<file path="config.mk">
export PLATFORM = sky130hd
export DESIGN_NAME = regwin_bridge
export DESIGN_NICKNAME = d
export VERILOG_FILES = /design/src/rtl/regwin_pkg.sv /design/src/rtl/regwin_decode.sv /design/src/rtl/regwin_engine.sv /design/src/rtl/regwin_regs.sv /design/src/rtl/regwin_bridge.sv
export SDC_FILE = /design/constraint.sdc
export NUM_CORES = 1
export LEC_CHECK = 0
export BUFFER_PORTS_ARGS = -buffer_cell sky130_fd_sc_hd__buf_2
export CORE_MARGIN = 2
export CORE_UTILIZATION = 30
export CTS_BUF_LIST = sky130_fd_sc_hd__clkbuf_4 sky130_fd_sc_hd__clkbuf_8 sky130_fd_sc_hd__clkbuf_16
export CTS_CLUSTER_SIZE = 30
export DETAILED_ROUTE_END_ITERATION = 8
export PLACE_DENSITY = 0.61
export SYNTH_ARGS = -nofsm -noshare
export SYNTH_HDL_FRONTEND = slang
export SYNTH_SLANG_ARGS = --single-unit
</file>
<file path="constraint.sdc">
create_clock -name clk -period 3 [get_ports clk]
set_clock_uncertainty 0.05 [all_clocks]
set_input_delay 0.6 -clock clk [delete_from_list [all_inputs] [get_ports clk]]
set_output_delay 0.6 -clock clk [all_outputs]
set_load 0.005 [all_outputs]
</file>
<file path="src/rtl/regwin_pkg.sv">
package regwin_pkg;

  localparam int WIN_W        = 64;
  localparam int LANE_BYTES   = 4;
  localparam int LANE_W       = LANE_BYTES * 8;
  localparam int CMD_RD_BIT   = 48;
  localparam int CMD_CNT_LO   = 56;
  localparam int CMD_CNT_W    = 4;
  localparam int STS_DONE_BIT = 11;
  localparam int STS_DATA_LO  = 26;
  localparam int CNT_LIMIT    = 8;

  typedef enum logic [1:0] {
    WIN_CMD  = 2'd0,
    WIN_KICK = 2'd1,
    WIN_STS  = 2'd2,
    WIN_BUF  = 2'd3
  } win_sel_e;

  typedef struct packed {
    logic                 rd;
    logic [CMD_CNT_W-1:0] cnt;
    logic [31:0]          addr;
  } xfer_cmd_t;

  function automatic xfer_cmd_t split_cmd(input logic [WIN_W-1:0] w);
    xfer_cmd_t c;
    c.rd   = w[CMD_RD_BIT];
    c.cnt  = w[CMD_CNT_LO +: CMD_CNT_W];
    c.addr = w[31:0];
    return c;
  endfunction

  // Reverses byte order: lane 0 <-> most significant byte.
  function automatic logic [LANE_W-1:0] flip_bytes(input logic [LANE_W-1:0] v);
    logic [LANE_W-1:0] r;
    for (int k = 0; k < LANE_BYTES; k++) begin
      r[8*k +: 8] = v[8*(LANE_BYTES-1-k) +: 8];
    end
    return r;
  endfunction

  function automatic logic [WIN_W-1:0] done_word(input logic [LANE_W-1:0] be);
    logic [WIN_W-1:0] s;
    s = '0;
    s[STS_DATA_LO +: LANE_W] = be;
    s[STS_DONE_BIT] = 1'b1;
    return s;
  endfunction

endpackage

</file>
<file path="src/rtl/regwin_decode.sv">
module regwin_decode
  import regwin_pkg::*;
#(
  parameter int HOST_AW = 16
) (
  input  logic               host_valid,
  input  logic               host_write,
  input  logic [HOST_AW-1:0] host_addr,
  output win_sel_e           sel,
  output logic               cmd_wr,
  output logic               buf_wr,
  output logic               sts_rd,
  output logic               any_rd
);
  logic unused_addr;
  assign unused_addr = ^host_addr;

  assign sel    = win_sel_e'(host_addr[4:3]);
  assign cmd_wr = host_valid &  host_write & (sel == WIN_CMD);
  assign buf_wr = host_valid &  host_write & (sel == WIN_BUF);
  assign sts_rd = host_valid & ~host_write & (sel == WIN_STS);
  assign any_rd = host_valid & ~host_write;
endmodule

</file>
<file path="src/rtl/regwin_engine.sv">
module regwin_engine
  import regwin_pkg::*;
#(
  parameter int BUS_AW = 32
) (
  input  logic                 clk,
  input  logic                 rst_n,
  input  logic                 cmd_wr,
  input  xfer_cmd_t            cmd,
  input  logic [LANE_W-1:0]    buf_q,
  output logic                 busy,
  output logic                 launch_ev,
  output logic                 drop_ev,
  output logic                 done_ev,
  output logic                 done_rd,
  output logic                 done_err,
  output logic [LANE_W-1:0]    done_data,
  output logic                 bus_req,
  output logic                 bus_we,
  output logic [BUS_AW-1:0]    bus_addr,
  output logic [CMD_CNT_W-1:0] bus_size,
  output logic [LANE_W-1:0]    bus_wdata,
  input  logic                 bus_ack,
  input  logic                 bus_err,
  input  logic [LANE_W-1:0]    bus_rdata
);
  logic                 busy_q;
  logic                 we_q;
  logic [BUS_AW-1:0]    addr_q;
  logic [CMD_CNT_W-1:0] size_q;
  logic [LANE_W-1:0]    wdata_q;
  logic                 cnt_ok;

  assign cnt_ok    = (cmd.cnt <= CMD_CNT_W'(CNT_LIMIT));
  assign launch_ev = cmd_wr & ~busy_q &  cnt_ok;
  assign drop_ev   = cmd_wr & ~busy_q & ~cnt_ok;
  assign done_ev   = busy_q & bus_ack;

  always_ff @(posedge clk) begin
    if (!rst_n) begin
      busy_q  <= 1'b0;
      we_q    <= 1'b0;
      addr_q  <= '0;
      size_q  <= '0;
      wdata_q <= '0;
    end else if (launch_ev) begin
      busy_q  <= 1'b1;
      we_q    <= ~cmd.rd;
      addr_q  <= BUS_AW'(cmd.addr);
      size_q  <= cmd.cnt;
      wdata_q <= flip_bytes(buf_q);
    end else if (done_ev) begin
      busy_q  <= 1'b0;
    end
  end

  assign busy      = busy_q;
  assign bus_req   = busy_q;
  assign bus_we    = we_q;
  assign bus_addr  = addr_q;
  assign bus_size  = size_q;
  assign bus_wdata = wdata_q;
  assign done_rd   = ~we_q;
  assign done_err  = bus_err;
  assign done_data = bus_rdata;
endmodule

</file>
<file path="src/rtl/regwin_regs.sv">
module regwin_regs
  import regwin_pkg::*;
(
  input  logic              clk,
  input  logic              rst_n,
  input  logic              buf_wr,
  input  logic [LANE_W-1:0] buf_in,
  input  logic              sts_rd,
  input  logic              launch_ev,
  input  logic              done_ev,
  input  logic              done_rd,
  input  logic              done_err,
  input  logic [LANE_W-1:0] done_data,
  output logic [LANE_W-1:0] buf_q,
  output logic [WIN_W-1:0]  sts_q
);
  logic [WIN_W-1:0] sts_load;

  always_comb begin
    if (!done_rd)      sts_load = done_word('0) & (WIN_W'(1) << STS_DONE_BIT);
    else if (done_err) sts_load = done_word('1);
    else               sts_load = done_word(flip_bytes(done_data));
  end

  always_ff @(posedge clk) begin
    if (!rst_n) begin
      buf_q <= '0;
      sts_q <= '0;
    end else begin
      if (buf_wr) buf_q <= buf_in;
      if (done_ev)                  sts_q <= sts_load;
      else if (launch_ev || sts_rd) sts_q <= '0;
    end
  end
endmodule

</file>
<file path="src/rtl/regwin_bridge.sv">
module regwin_bridge
  import regwin_pkg::*;
#(
  parameter int HOST_AW = 16,
  parameter int BUS_AW  = 32
) (
  input  logic               clk,
  input  logic               rst_n,
  input  logic               host_valid,
  input  logic               host_write,
  input  logic [HOST_AW-1:0] host_addr,
  input  logic [63:0]        host_wdata,
  output logic [63:0]        host_rdata,
  output logic               bus_req,
  output logic               bus_we,
  output logic [BUS_AW-1:0]  bus_addr,
  output logic [3:0]         bus_size,
  output logic [31:0]        bus_wdata,
  input  logic               bus_ack,
  input  logic               bus_err,
  input  logic [31:0]        bus_rdata
);
  win_sel_e          sel;
  logic              cmd_wr, buf_wr, sts_rd, any_rd;
  logic              busy, launch_ev, drop_ev, done_ev, done_rd, done_err;
  logic [LANE_W-1:0] done_data, buf_q;
  logic [WIN_W-1:0]  sts_q;
  xfer_cmd_t         cmd;

  assign cmd = split_cmd(host_wdata);

  regwin_decode #(.HOST_AW(HOST_AW)) dec_i (
    .host_valid(host_valid), .host_write(host_write), .host_addr(host_addr),
    .sel(sel), .cmd_wr(cmd_wr), .buf_wr(buf_wr), .sts_rd(sts_rd), .any_rd(any_rd)
  );

  regwin_engine #(.BUS_AW(BUS_AW)) eng_i (
    .clk(clk), .rst_n(rst_n), .cmd_wr(cmd_wr), .cmd(cmd), .buf_q(buf_q),
    .busy(busy), .launch_ev(launch_ev), .drop_ev(drop_ev), .done_ev(done_ev),
    .done_rd(done_rd), .done_err(done_err), .done_data(done_data),
    .bus_req(bus_req), .bus_we(bus_we), .bus_addr(bus_addr), .bus_size(bus_size),
    .bus_wdata(bus_wdata), .bus_ack(bus_ack), .bus_err(bus_err), .bus_rdata(bus_rdata)
  );

  regwin_regs regs_i (
    .clk(clk), .rst_n(rst_n), .buf_wr(buf_wr), .buf_in(host_wdata[63:32]),
    .sts_rd(sts_rd), .launch_ev(launch_ev), .done_ev(done_ev), .done_rd(done_rd),
    .done_err(done_err), .done_data(done_data), .buf_q(buf_q), .sts_q(sts_q)
  );

  always_comb begin
    host_rdata = '0;
    if (any_rd) begin
      case (sel)
        WIN_STS: host_rdata = busy ? '0 : sts_q;
        WIN_BUF: host_rdata = {buf_q, 32'h0};
        default: host_rdata = '0;
      endcase
    end
  end
endmodule

</file>
==> flow_summary_export.csv <==
group,metric,value,unit
global_route,grt_pass1_vias,4669,
cts,htree_levels,4,
floorplan,start_util,0.3049,
power,ir_worst_vdd,351.0,µV
place,io_buffers,212,
sta,hold_ws,0.3537,ns
run_status,status,"finished clean",
setup_path,critPathLaunchType,"primary input",
power,leakage,0.003242,µW
sta,fmaxAchievable,0.4073,GHz
floorplan,rows,51,
floorplan,fp.dieW,144.6,µm
yosys,synth_top_area_cell,"dfxtp_1",
worst_hold_path,worst_hold_path_type,"in -> reg",
yosys,yosys-top-cells-area,"dfxtp_1 (46%), nand2_1 (13%), mux2i_1 (11%)",
routing,vias,5009,
global_route,grt_max_degree,59,
yosys,yosysTopAreaCellShare,0.4554,
sta,setup_viol,0,
setup_path,crit_path_end_kind,"output pin",
yosys,yosysUniqueCellTypes,36,
sta,finalCritPeriodShare,0.8184,
setup_path,cp_num_buf_inv,3,
global_route,grt_remaining_overflow,0,
power,p_per_area,566.8,mW/mm²
cts,cts_buffers,17,
cts,clockBufferDepth,2,
yosys,ys_warn_count,0,
setup_path,cp_cell_sequence,"buf_2 -> nand3b_1 -> nor2_2 -> buf_12 -> and2_1 -> buf_2",
sta,setup-tns-final,0,ns
sta,timing.final.crit_period,2.455,ns
cells_and_area,n_fill_cell,2029,
routing,via_per_inst,4.337,
place,gp_congestion,0.7944,
place,dp_hpwl,11470,µm
global_route,grt_pass1_wl,24360,µm
cts,cts.sinks,135,
floorplan,io_pins,252,
yosys,ys_seq_area_frac,0.4554,
cts,root_buffer,"clkbuf_16",
setup_path,r2r_slack,1.22,ns
setup_path,cp_top_family,"simple AND/OR/NAND/NOR gates",
yosys,synth_area_per_cell,8.714,µm²
setup_path,crit_slowest_cell,"nor2_2",
setup_path,crit_path_max_fanout,18,
floorplan,die-area,0.02092,mm²
routing,routedWlPerCell,13.94,µm
yosys,synth_area,0.005934,mm²
yosys,synth.most_common_cell,"nand2_1",
setup_path,cp_data_arrival_time,1.81,ns
routing,dr.first_iter.drc_count,194,
cells_and_area,layout.nets,995,
routing,dr.pass1.iters,4,
sta,hold_viol_final,0,
yosys,syn-instance-count,681,
yosys,synth_edf_count,0,
sta,slew_headroom,0.6003,
sta,rsz0062_at_grt,"false",
global_route,antenna_found_initial,3,
cts,clk_pin_slew,0.06,ns
sta,worst_pin_slew,0.5996,ns
cells_and_area,drive_above_1_share,0.3093,
yosys,ys_ff_latch,135,
cts,cts_hold_buf,0,
yosys,async_flop_share,0,
run,drv_cap,0,
cts,clkLatencyLatePin,0.41,ns
global_route,grtUsageTotal,0.1543,
setup_path,worstSetupPathType,"in -> out",
cells_and_area,area_growth,29.41,%
setup_path,crit_top_cell,"buf_2",
yosys,synth-main-ff-cell,"dfxtp_1",
sta,drv_slew,0,
floorplan,core-area,0.01946,mm²
cells_and_area,layout.area.seq,0.002703,mm²
floorplan,die_y,144.6,µm
yosys,synthTopCellsByCount,"nand2_1 (199), dfxtp_1 (135), mux2i_1 (67), o21ai_0 (42)",
cells_and_area,multi_input_area,0.002643,mm²
cts,ctsResizeCount,0,
cts,cts_tree,"built",
cts,cts_setup_buffers,0,
setup_path,slowest_delay,0.33,ns
routing,drc,0,
routing,wl,16100,µm
setup_path,critPathRequiredTime,2.35,ns
routing,ant_nets,0,
## worst register-to-register path: cells and delay by family (launching register included)
| family | cells | cell delay [ns] |
|---|---|---|
| buffers and inverters | 2 | 0.62 |
| and+or+nand+nor | 2 | 0.48 |
| DFF | 1 | 0.30 |
| muxes | 1 | 0.24 |
## sequential cells by signal, summed over array words and instances (netlist names)
signal	flops
eng_i.bus_size	4
eng_i.bus_addr	32
regs_i.buf_q	32
regs_i.sts_q	33
eng_i.bus_wdata	32
eng_i.bus_we	1
eng_i.bus_req	1
## report_power, final
group	switching [µW]	internal (µW)	total, µW
Clock	791	1490	2280
Combinational	145	102	247
Sequential	12.4	1810	1830
## cell usage in the layout, fill, tap and decap left out, types with 7 or more instances in the layout
cell type / instances
buf_4: 16
and2_1: 7
o21ai_2: 10
dfxtp_1: 135
o21ai_0: 42
buf_2: 211
a21boi_0: 33
conb_1: 25
nand2_1: 199
o21ai_1: 13
a22o_1: 20
inv_1: 33
clkbuf_16: 17
mux2i_1: 67
## cell type report
class | count | area share
Multi-Input combinational cell | 460 | 0.3441
Clock inverter | 13 | 0.02623
Tap cell | 265 | 0.04317
Sequential cell | 135 | 0.3519
Inverter | 33 | 0.01613
Clock buffer | 18 | 0.05718
Timing Repair Buffer | 230 | 0.1610
Antenna cell | 1 | 0.0003258
## cell families after synthesis
group | share of synthesized area
AND/OR/NAND/NOR | 0.1683
buffers and inverters | 0.1153
AO/OA/AOI/OAI | 0.1474
multiplexers | 0.1130
other | 0.0006319
flip-flops | 0.4554
## metal layers
metal  track usage  up-vias  wire length (µm)
li1              -     2566                 -
met3       0.05927       16              1230
met5             0        -                13
met2        0.2544      175              7307
met1        0.1849     2250              7319
met4       0.05059        2               225
## metrics by stage
step | cell area (µm²) | power, µW | worst slack, ns | std cells | utilization
final | 7680 | 4353 | 0.5448 | 1155 | 0.3946
after global routing | 7680 | 4538 | 0.4515 | 1155 | 0.3946
after CTS | 7677 | 4418 | 0.5155 | 1154 | 0.3945
after detailed placement | 7037 | 2116 | 0.5198 | 1123 | 0.3616
after global placement | 7037 | 2114 | 0.5226 | 1123 | 0.3616
after floorplan | 6025 | 2028 | 0.7903 | 705 | -
## path summary, 6_finish.rpt
kind	depth (start not counted)	end	start
min reg2reg	2	regs_i.sts_q[56]$_SDFFE_PN0P_	regs_i.sts_q[56]$_SDFFE_PN0P_
max	6	host_rdata[11]	host_write
min	3	regs_i.sts_q[52]$_SDFFE_PN0P_	bus_rdata[2]
max reg2reg	5	eng_i.bus_wdata[21]$_SDFFE_PN0P_	eng_i.bus_req$_SDFFE_PN0P_
(Power assumes the default switching activity.)
